File: src/rtl/seed_loader_pkg.sv
package seed_loader_pkg;
   // Register selected by the decoded bus address
   typedef enum logic [1:0] {
      SEL_NONE  = 2'd0,
      SEL_DATA  = 2'd1,
      SEL_COUNT = 2'd2
   } seed_reg_sel_e;
endpackage

File: src/rtl/seed_reg_decode.sv
module seed_reg_decode
   import seed_loader_pkg::*;
#(
   parameter int ADDR_W   = 4,
   parameter int DATA_OFS = 0,
   parameter int CNT_OFS  = 4
) (
   input  logic [ADDR_W-1:0] addr,
   output seed_reg_sel_e     sel
);
   always_comb begin
      if (addr == ADDR_W'(DATA_OFS))
         sel = SEL_DATA;
      else if (addr == ADDR_W'(CNT_OFS))
         sel = SEL_COUNT;
      else
         sel = SEL_NONE;
   end
endmodule

File: src/rtl/seed_fill_counter.sv
module seed_fill_counter #(
   parameter int SEED_BYTES = 16,
   parameter int CNT_W      = $clog2(SEED_BYTES + 1)
) (
   input  logic             clk,
   input  logic             rst_n,
   input  logic             take,
   output logic [CNT_W-1:0] count,
   output logic             full,
   output logic             valid
);
   localparam logic [CNT_W-1:0] LAST = CNT_W'(SEED_BYTES - 1);

   assign full = (count == CNT_W'(SEED_BYTES));

   always_ff @(posedge clk or negedge rst_n) begin
      if (!rst_n) begin
         count <= '0;
         valid <= 1'b0;
      end else if (take) begin
         count <= count + 1'b1;
         if (count == LAST)
            valid <= 1'b1;
      end
   end
endmodule

File: src/rtl/seed_byte_store.sv
module seed_byte_store #(
   parameter int SEED_BYTES = 16,
   parameter int BYTE_W     = 8,
   parameter int CNT_W      = $clog2(SEED_BYTES + 1)
) (
   input  logic                         clk,
   input  logic                         rst_n,
   input  logic                         take,
   input  logic [CNT_W-1:0]             slot,
   input  logic [BYTE_W-1:0]            byte_in,
   output logic [SEED_BYTES*BYTE_W-1:0] seed_flat
);
   for (genvar i = 0; i < SEED_BYTES; i++) begin : g_slot
      logic [BYTE_W-1:0] cell_q;
      always_ff @(posedge clk or negedge rst_n) begin
         if (!rst_n)
            cell_q <= '0;
         else if (take && (slot == CNT_W'(i)))
            cell_q <= byte_in;
      end
      assign seed_flat[i*BYTE_W +: BYTE_W] = cell_q;
   end
endmodule

File: src/rtl/rng_seed_loader.sv
module rng_seed_loader
   import seed_loader_pkg::*;
#(
   parameter int SEED_BYTES = 16,
   parameter int BYTE_W     = 8,
   parameter int DATA_W     = 32,
   parameter int ADDR_W     = 4,
   parameter int DATA_OFS   = 0,
   parameter int CNT_OFS    = 4
) (
   input  logic                         clk,
   input  logic                         rst_n,
   input  logic                         ctrl_en,
   input  logic                         bus_wr,
   input  logic [ADDR_W-1:0]            bus_addr,
   input  logic [DATA_W-1:0]            bus_wdata,
   output logic [DATA_W-1:0]            bus_rdata,
   output logic                         seed_valid,
   output logic [SEED_BYTES*BYTE_W-1:0] seed_value
);
   localparam int CNT_W = $clog2(SEED_BYTES + 1);

   // Elaboration-time parameter checks
   if (DATA_W < BYTE_W) begin : g_bad_width
      $error("DATA_W must hold at least one seed byte");
   end
   if (DATA_W <= CNT_W) begin : g_bad_cnt
      $error("DATA_W must be wider than the fill counter");
   end
   if (DATA_OFS == CNT_OFS) begin : g_bad_map
      $error("data and counter words need distinct offsets");
   end
   if (SEED_BYTES < 2) begin : g_bad_depth
      $error("SEED_BYTES must be at least 2");
   end

   seed_reg_sel_e    reg_sel;
   logic [CNT_W-1:0] fill_cnt;
   logic             fill_full;
   logic             wr_data_hit;
   logic             byte_take;

   seed_reg_decode #(
      .ADDR_W  (ADDR_W),
      .DATA_OFS(DATA_OFS),
      .CNT_OFS (CNT_OFS)
   ) u_dec (
      .addr(bus_addr),
      .sel (reg_sel)
   );

   assign wr_data_hit = bus_wr && (reg_sel == SEL_DATA);
   assign byte_take   = wr_data_hit && !ctrl_en && !fill_full;

   seed_fill_counter #(
      .SEED_BYTES(SEED_BYTES),
      .CNT_W     (CNT_W)
   ) u_cnt (
      .clk  (clk),
      .rst_n(rst_n),
      .take (byte_take),
      .count(fill_cnt),
      .full (fill_full),
      .valid(seed_valid)
   );

   seed_byte_store #(
      .SEED_BYTES(SEED_BYTES),
      .BYTE_W    (BYTE_W),
      .CNT_W     (CNT_W)
   ) u_store (
      .clk      (clk),
      .rst_n    (rst_n),
      .take     (byte_take),
      .slot     (fill_cnt),
      .byte_in  (bus_wdata[BYTE_W-1:0]),
      .seed_flat(seed_value)
   );

   // Upper write bits are deliberately discarded
   logic wdata_unused_hi;
   assign wdata_unused_hi = ^bus_wdata[DATA_W-1:BYTE_W];

   always_comb begin
      if (reg_sel == SEL_COUNT)
         bus_rdata = {{(DATA_W-CNT_W){1'b0}}, fill_cnt};
      else
         bus_rdata = '0;
   end
endmodule

File: config.mk
export PLATFORM = sky130hd
export DESIGN_NAME = rng_seed_loader
export DESIGN_NICKNAME = d
export VERILOG_FILES = /design/src/rtl/seed_loader_pkg.sv /design/src/rtl/seed_reg_decode.sv /design/src/rtl/seed_fill_counter.sv /design/src/rtl/seed_byte_store.sv /design/src/rtl/rng_seed_loader.sv
export SDC_FILE = /design/constraint.sdc
export NUM_CORES = 1
export LEC_CHECK = 0
export ABC_AREA = 1
export BUFFER_PORTS_ARGS = -buffer_cell sky130_fd_sc_hd__buf_2
export CAP_MARGIN = 40
export CORE_ASPECT_RATIO = 1.75
export CORE_MARGIN = 2
export CORE_UTILIZATION = 45
export CTS_CLUSTER_DIAMETER = 60
export CTS_CLUSTER_SIZE = 24
export DETAILED_ROUTE_END_ITERATION = 6
export PLACE_DENSITY = 0.83
export SYNTH_ARGS = -nofsm -noshare
export SYNTH_HDL_FRONTEND = slang
export SYNTH_SLANG_ARGS = --single-unit
File: constraint.sdc
create_clock -name clk -period 3.1 [get_ports clk]
set_clock_uncertainty 0.15 [all_clocks]
set_input_delay 0.93 -clock clk [delete_from_list [all_inputs] [get_ports clk]]
set_output_delay 0.93 -clock clk [all_outputs]
set_load 0.01 [all_outputs]
Word-level counts from Yosys, hierarchy flattened:

Cells that the tools add are included.

* $add $sub $neg: 1
* multiply operators: 0
* div/mod/pow operators: 0
* order comparisons: 0
* equality and inequality tests: 19
* shift-type cells: 0
* multiplexer cells: 3
* bitwise operators: 0
* reduce and logical (&&, ||, !) cells: 24

Operator list (number)
* 5-bit by 4-bit equality test with 1-bit output (second input constant): 8
* 5-bit by 3-bit equality test with 1-bit output (second input constant): 4
* 1-bit logical AND: 19
* 5-bit by 2-bit equality test with 1-bit output (second input constant): 2
* 5-bit by 1-bit adder with 5-bit output (second input constant): 1
* 5-bit by 1-bit equality test with 1-bit output (second input constant): 1
* 5-bit equality test (second input constant): 1
* 5-bit logical NOT: 1
* 5-bit 2-to-1 mux: 1
* 4-bit by 3-bit equality test with 1-bit output (second input constant): 1
* 4-bit logical NOT: 1
* 2-bit 2-to-1 mux: 2
* 2-bit by 1-bit equality test with 1-bit output (second input constant): 1
* 2-bit equality test (second input constant): 1
* 1-bit logical NOT: 2
* 2-bit AND reduction: 1

* flip-flop bits (word level): 134
* bits in latches: 0
* RAM bits: 0
* ROM bits: 0
* bits of input ports: 40
* output and inout port bits: 161
* logic and storage cells: 65
* memories kept: 0

Logic depth before layout (Yosys ltp):

* word-level depth: 8
* depth in mapped cells: 8
* mapped depth without buffers: 8

By module:

A second synthesis with hierarchy kept.

* cell total of the unflattened synthesis: 684
* area total of the unflattened synthesis: 5800.6 um^2

Modules (own cells, without submodules)
* seed_byte_store: times used 1, cells an instance 596, area an instance 5171.2 um^2, seq. area each 3203.1 um^2
* seed_fill_counter: times used 1, cells an instance 33, area an instance 317.8 um^2, seq. area each 150.1 um^2
* rng_seed_loader: times used 1, cells an instance 46, area an instance 277.8 um^2, seq. area each 0.0 um^2
* seed_reg_decode: times used 1, cells an instance 9, area an instance 33.8 um^2, seq. area each 0.0 um^2

Worst setup path after synthesis:

Ideal clock, no wire load.

* path type: input port to output port
* start point: input bus_addr[1]
* end point: output bus_rdata[0]
* data arrival time: 1427 ps
* data required time: 2020 ps
* slack: 593 ps
* stages: 5
* path buffers: 0
* cells stage by stage: nor2_1 -> nand2_1 -> inv_1 -> nand2_1 -> nor2_1

* word-level cells in the longest chain between the ends: 5
* elaborated cells between the ends (all ways): 6
* classes of those cells: eq/ne (2); mux (3); reduce/logical (1)

RTL lines
* start, declared: line rng_seed_loader.sv:15 `input logic [ADDR_W-1:0] bus_addr,`
* 4-bit by 3-bit equality test with 1-bit output: line seed_reg_decode.sv:14 `else if (addr == ADDR_W'(CNT_OFS))`
* 2-bit 2-to-1 mux: line seed_reg_decode.sv:14
* 2-bit 2-to-1 mux (*): line seed_reg_decode.sv:12 `if (addr == ADDR_W'(DATA_OFS))`
* 2-bit equality test (*): line rng_seed_loader.sv:85 `if (reg_sel == SEL_COUNT)`
* 5-bit 2-to-1 mux (*): line rng_seed_loader.sv:85
* end, declared: line rng_seed_loader.sv:17 `output logic [DATA_W-1:0] bus_rdata,`

Mark *: on every way between the ends. The rest lies on a longest branch, timed or not.

Final worst setup path:

* start point: input bus_addr[1]
* end point: output bus_rdata[2]

The elaborated chain is that of the path after synthesis.

==> out/qor.yml <==
max_freq_mhz: 368
reg2reg_to: "u_store.g_slot[12].cell_q[3]"
fin_crit_ns: 2.72
wl_um: 16600
cts_root_buf: "clkbuf_16"
ctsHoldBuffers: 0
place_hpwl_um: 11200
cts_buffers: 17
ys_ff_latch: 134
final_common_cell: "nand2_1"
hold_path_depth: 2
seqPwrFrac: 0.429
p_per_area_mw_per_mm2: 553
drv_cap: 0
overflow: 0
die_area_mm2: 0.0150
setup_tns_ns: 0
avgSynthCellArea_um2: 9.24
wire_per_inst_um: 16.4
path_cells: "buf_2, nor2_1, nand2_1, inv_1, nand2_1, nor2_1, buf_2"
rsz0062_at_grt: "no"
ant_nets: 0
outcome: "completed"
n_antenna_cell: 0
ys_warn_count: 0
setup_violations: 0
viasPerCell: 5.29
r2r_start: "u_cnt.count[0]"
yosysSeqAreaShare: 0.531
antenna_found_initial: 0
slew_violations: 0
io_buffers: 149
hold_class: "reg -> reg"
yosys-top-cells-area: "dfrtp_1, nand2_1, nand4_1, buf_4, nand3_4"
cp_slowest_cell: "buf_2"
path_clk_slew_ns: 0.06
postCtsSetupBuffers: 0
reg2reg_depth: 7
yosys.area.top_type: "dfrtp_1"
grt_start_max_net_pins: 56
path_buf_inv: 3
track_usage: 0.227
fin_nets: 866
slew-limit-headroom: 0.637
ctsResizeCount: 0
route.detailed.drc: 0
crit_arrival_ns: 1.64
die_h_um: 161
clkPwrFrac: 0.494
grt_pass1_vias: 5024
start_util: 0.457
combPwrFrac: 0.077
synth_top_area_share: 0.531
drt_iter0_drc: 373
area_growth_pct: 21.6
switchingPower_mw: 1.09
fp.dieW_um: 93.6
crit_family: "simple AND/OR/NAND/NOR gates"
finalCritPeriodShare: 0.878
cp.required_ns: 2.02
cts_tree: "done"
leakagePower_nw: 4.39
syn_area_mm2: 0.00632
final_cell_mix: "nand2_1, buf_2, dfrtp_1"
p_int_mw: 3.16
max_stage_delay_ns: 0.14
synth_cell_types: 20
worstSkewPairLatency_ns: 0.41
clock_sinks: 134
num_rows: 57
critical_path_class: "in -> out"
hold_end: "u_store.g_slot[2].cell_q[1]"
cp_max_fo: 5
ir_drop_mv: 0.370
drt-pass1-iter-count: 5
min_from: "u_store.g_slot[2].cell_q[1]"
core_mm2: 0.0138
grt_pass1_wl_um: 26600
p_sw_frac: 0.256
via_count: 5353
final_util: 0.556
r2r_slack_ns: 0.85
cts_max_path_buffers: 2
htreeDepth: 4
gp_congestion: 0.884
endpoint_kind: "output port"
startpoint_type: "primary input"
netlist_instances: 684
hold_viol_final: 0
num_io_pins: 201
worst_pin_slew_ns: 0.545
drive_gt1_frac: 0.285
## Yosys cell counts, drive strengths merged
master,instances
dfrtp,134
nand2,286
nand3,22
o21ai,2
inv,14
clkbuf,17
conb,1
nand4,121
ha,5
nor2,23
buf,58
xnor2,1
## power by group through the flow
| stage | Clock, mW | Combinational [mW] | Sequential [mW] |
|---|---|---|---|
| floorplan | 0 | 0.197 | 1.87 |
| global placement | 0 | 0.322 | 1.86 |
| detailed placement | 0 | 0.330 | 1.86 |
| CTS | 2.13 | 0.330 | 1.83 |
| global route | 2.21 | 0.360 | 1.83 |
| finish | 2.10 | 0.328 | 1.83 |
## kinds of logic (layout without fill, tap and decap cells)
group / count (synthesis) / in the layout / share of synthesized area
simple gates: 452 / 452 / 0.368
flops: 134 / 134 / 0.531
buf+inv: 89 / 213 / 0.0883
fa+ha+maj: 5 / 5 / 0.00990
compound gates: 2 / 2 / 0.00158
other cells: 1 / 27 / 0.000593
xor+xnor: 1 / 1 / 0.00139
## per-layer routing
layer  vias to the layer above  track usage  part of all wire
li1                       2528            -                 -
met1                      2561        0.277              0.38
met2                       220        0.385              0.52
met3                        44       0.0417             0.058
met4                         0        0.108             0.034
met5                         -            0                 0
## how the worst max path moves through the flow
stage	start	end	slack [ns]	cells after the start
after CTS	bus_addr[1]	bus_rdata[1]	0.37	7
after detailed placement	bus_addr[1]	bus_rdata[1]	0.37	7
after global placement	bus_addr[1]	bus_rdata[0]	0.41	7
after floorplan	bus_addr[1]	bus_rdata[0]	0.59	5
after global routing	bus_addr[1]	bus_rdata[0]	0.33	7
final	bus_addr[1]	bus_rdata[2]	0.38	7
## tightest hold or removal path, cell delays in order (launching register included)
cell and delay, ns:
dfrtp_1 0.34, nand2_1 0.05, nand2_1 0.04
## metrics by stage
step                instance area (µm²)  power, mW  worst slack (ns)  hold WS [ns]  instances
floorplan                          6420       2.07             0.593         0.351        710
CTS                                7690       4.29             0.374         0.318       1011
finish                             7690       4.25             0.380         0.313       1011
global placement                   7070       2.18             0.406         0.291        979
global route                       7690       4.40             0.330         0.336       1011
detailed placement                 7070       2.19             0.374         0.303        979
## registers in the layout, summed over array words and instances, names as in the netlist
name                   cells
u_store.g_slot.cell_q    128
u_cnt.valid                1
u_cnt.count                5
## final cells by class
class	count	area [µm²]
fill	1252	6150
sequential	134	3350
multi-input combinational	487	2500
timing repair buffer	167	937
clock buffer	17	425
tap	177	221
clock inverter	15	191
inverter	14	52.6
(Power assumes the default switching activity.)
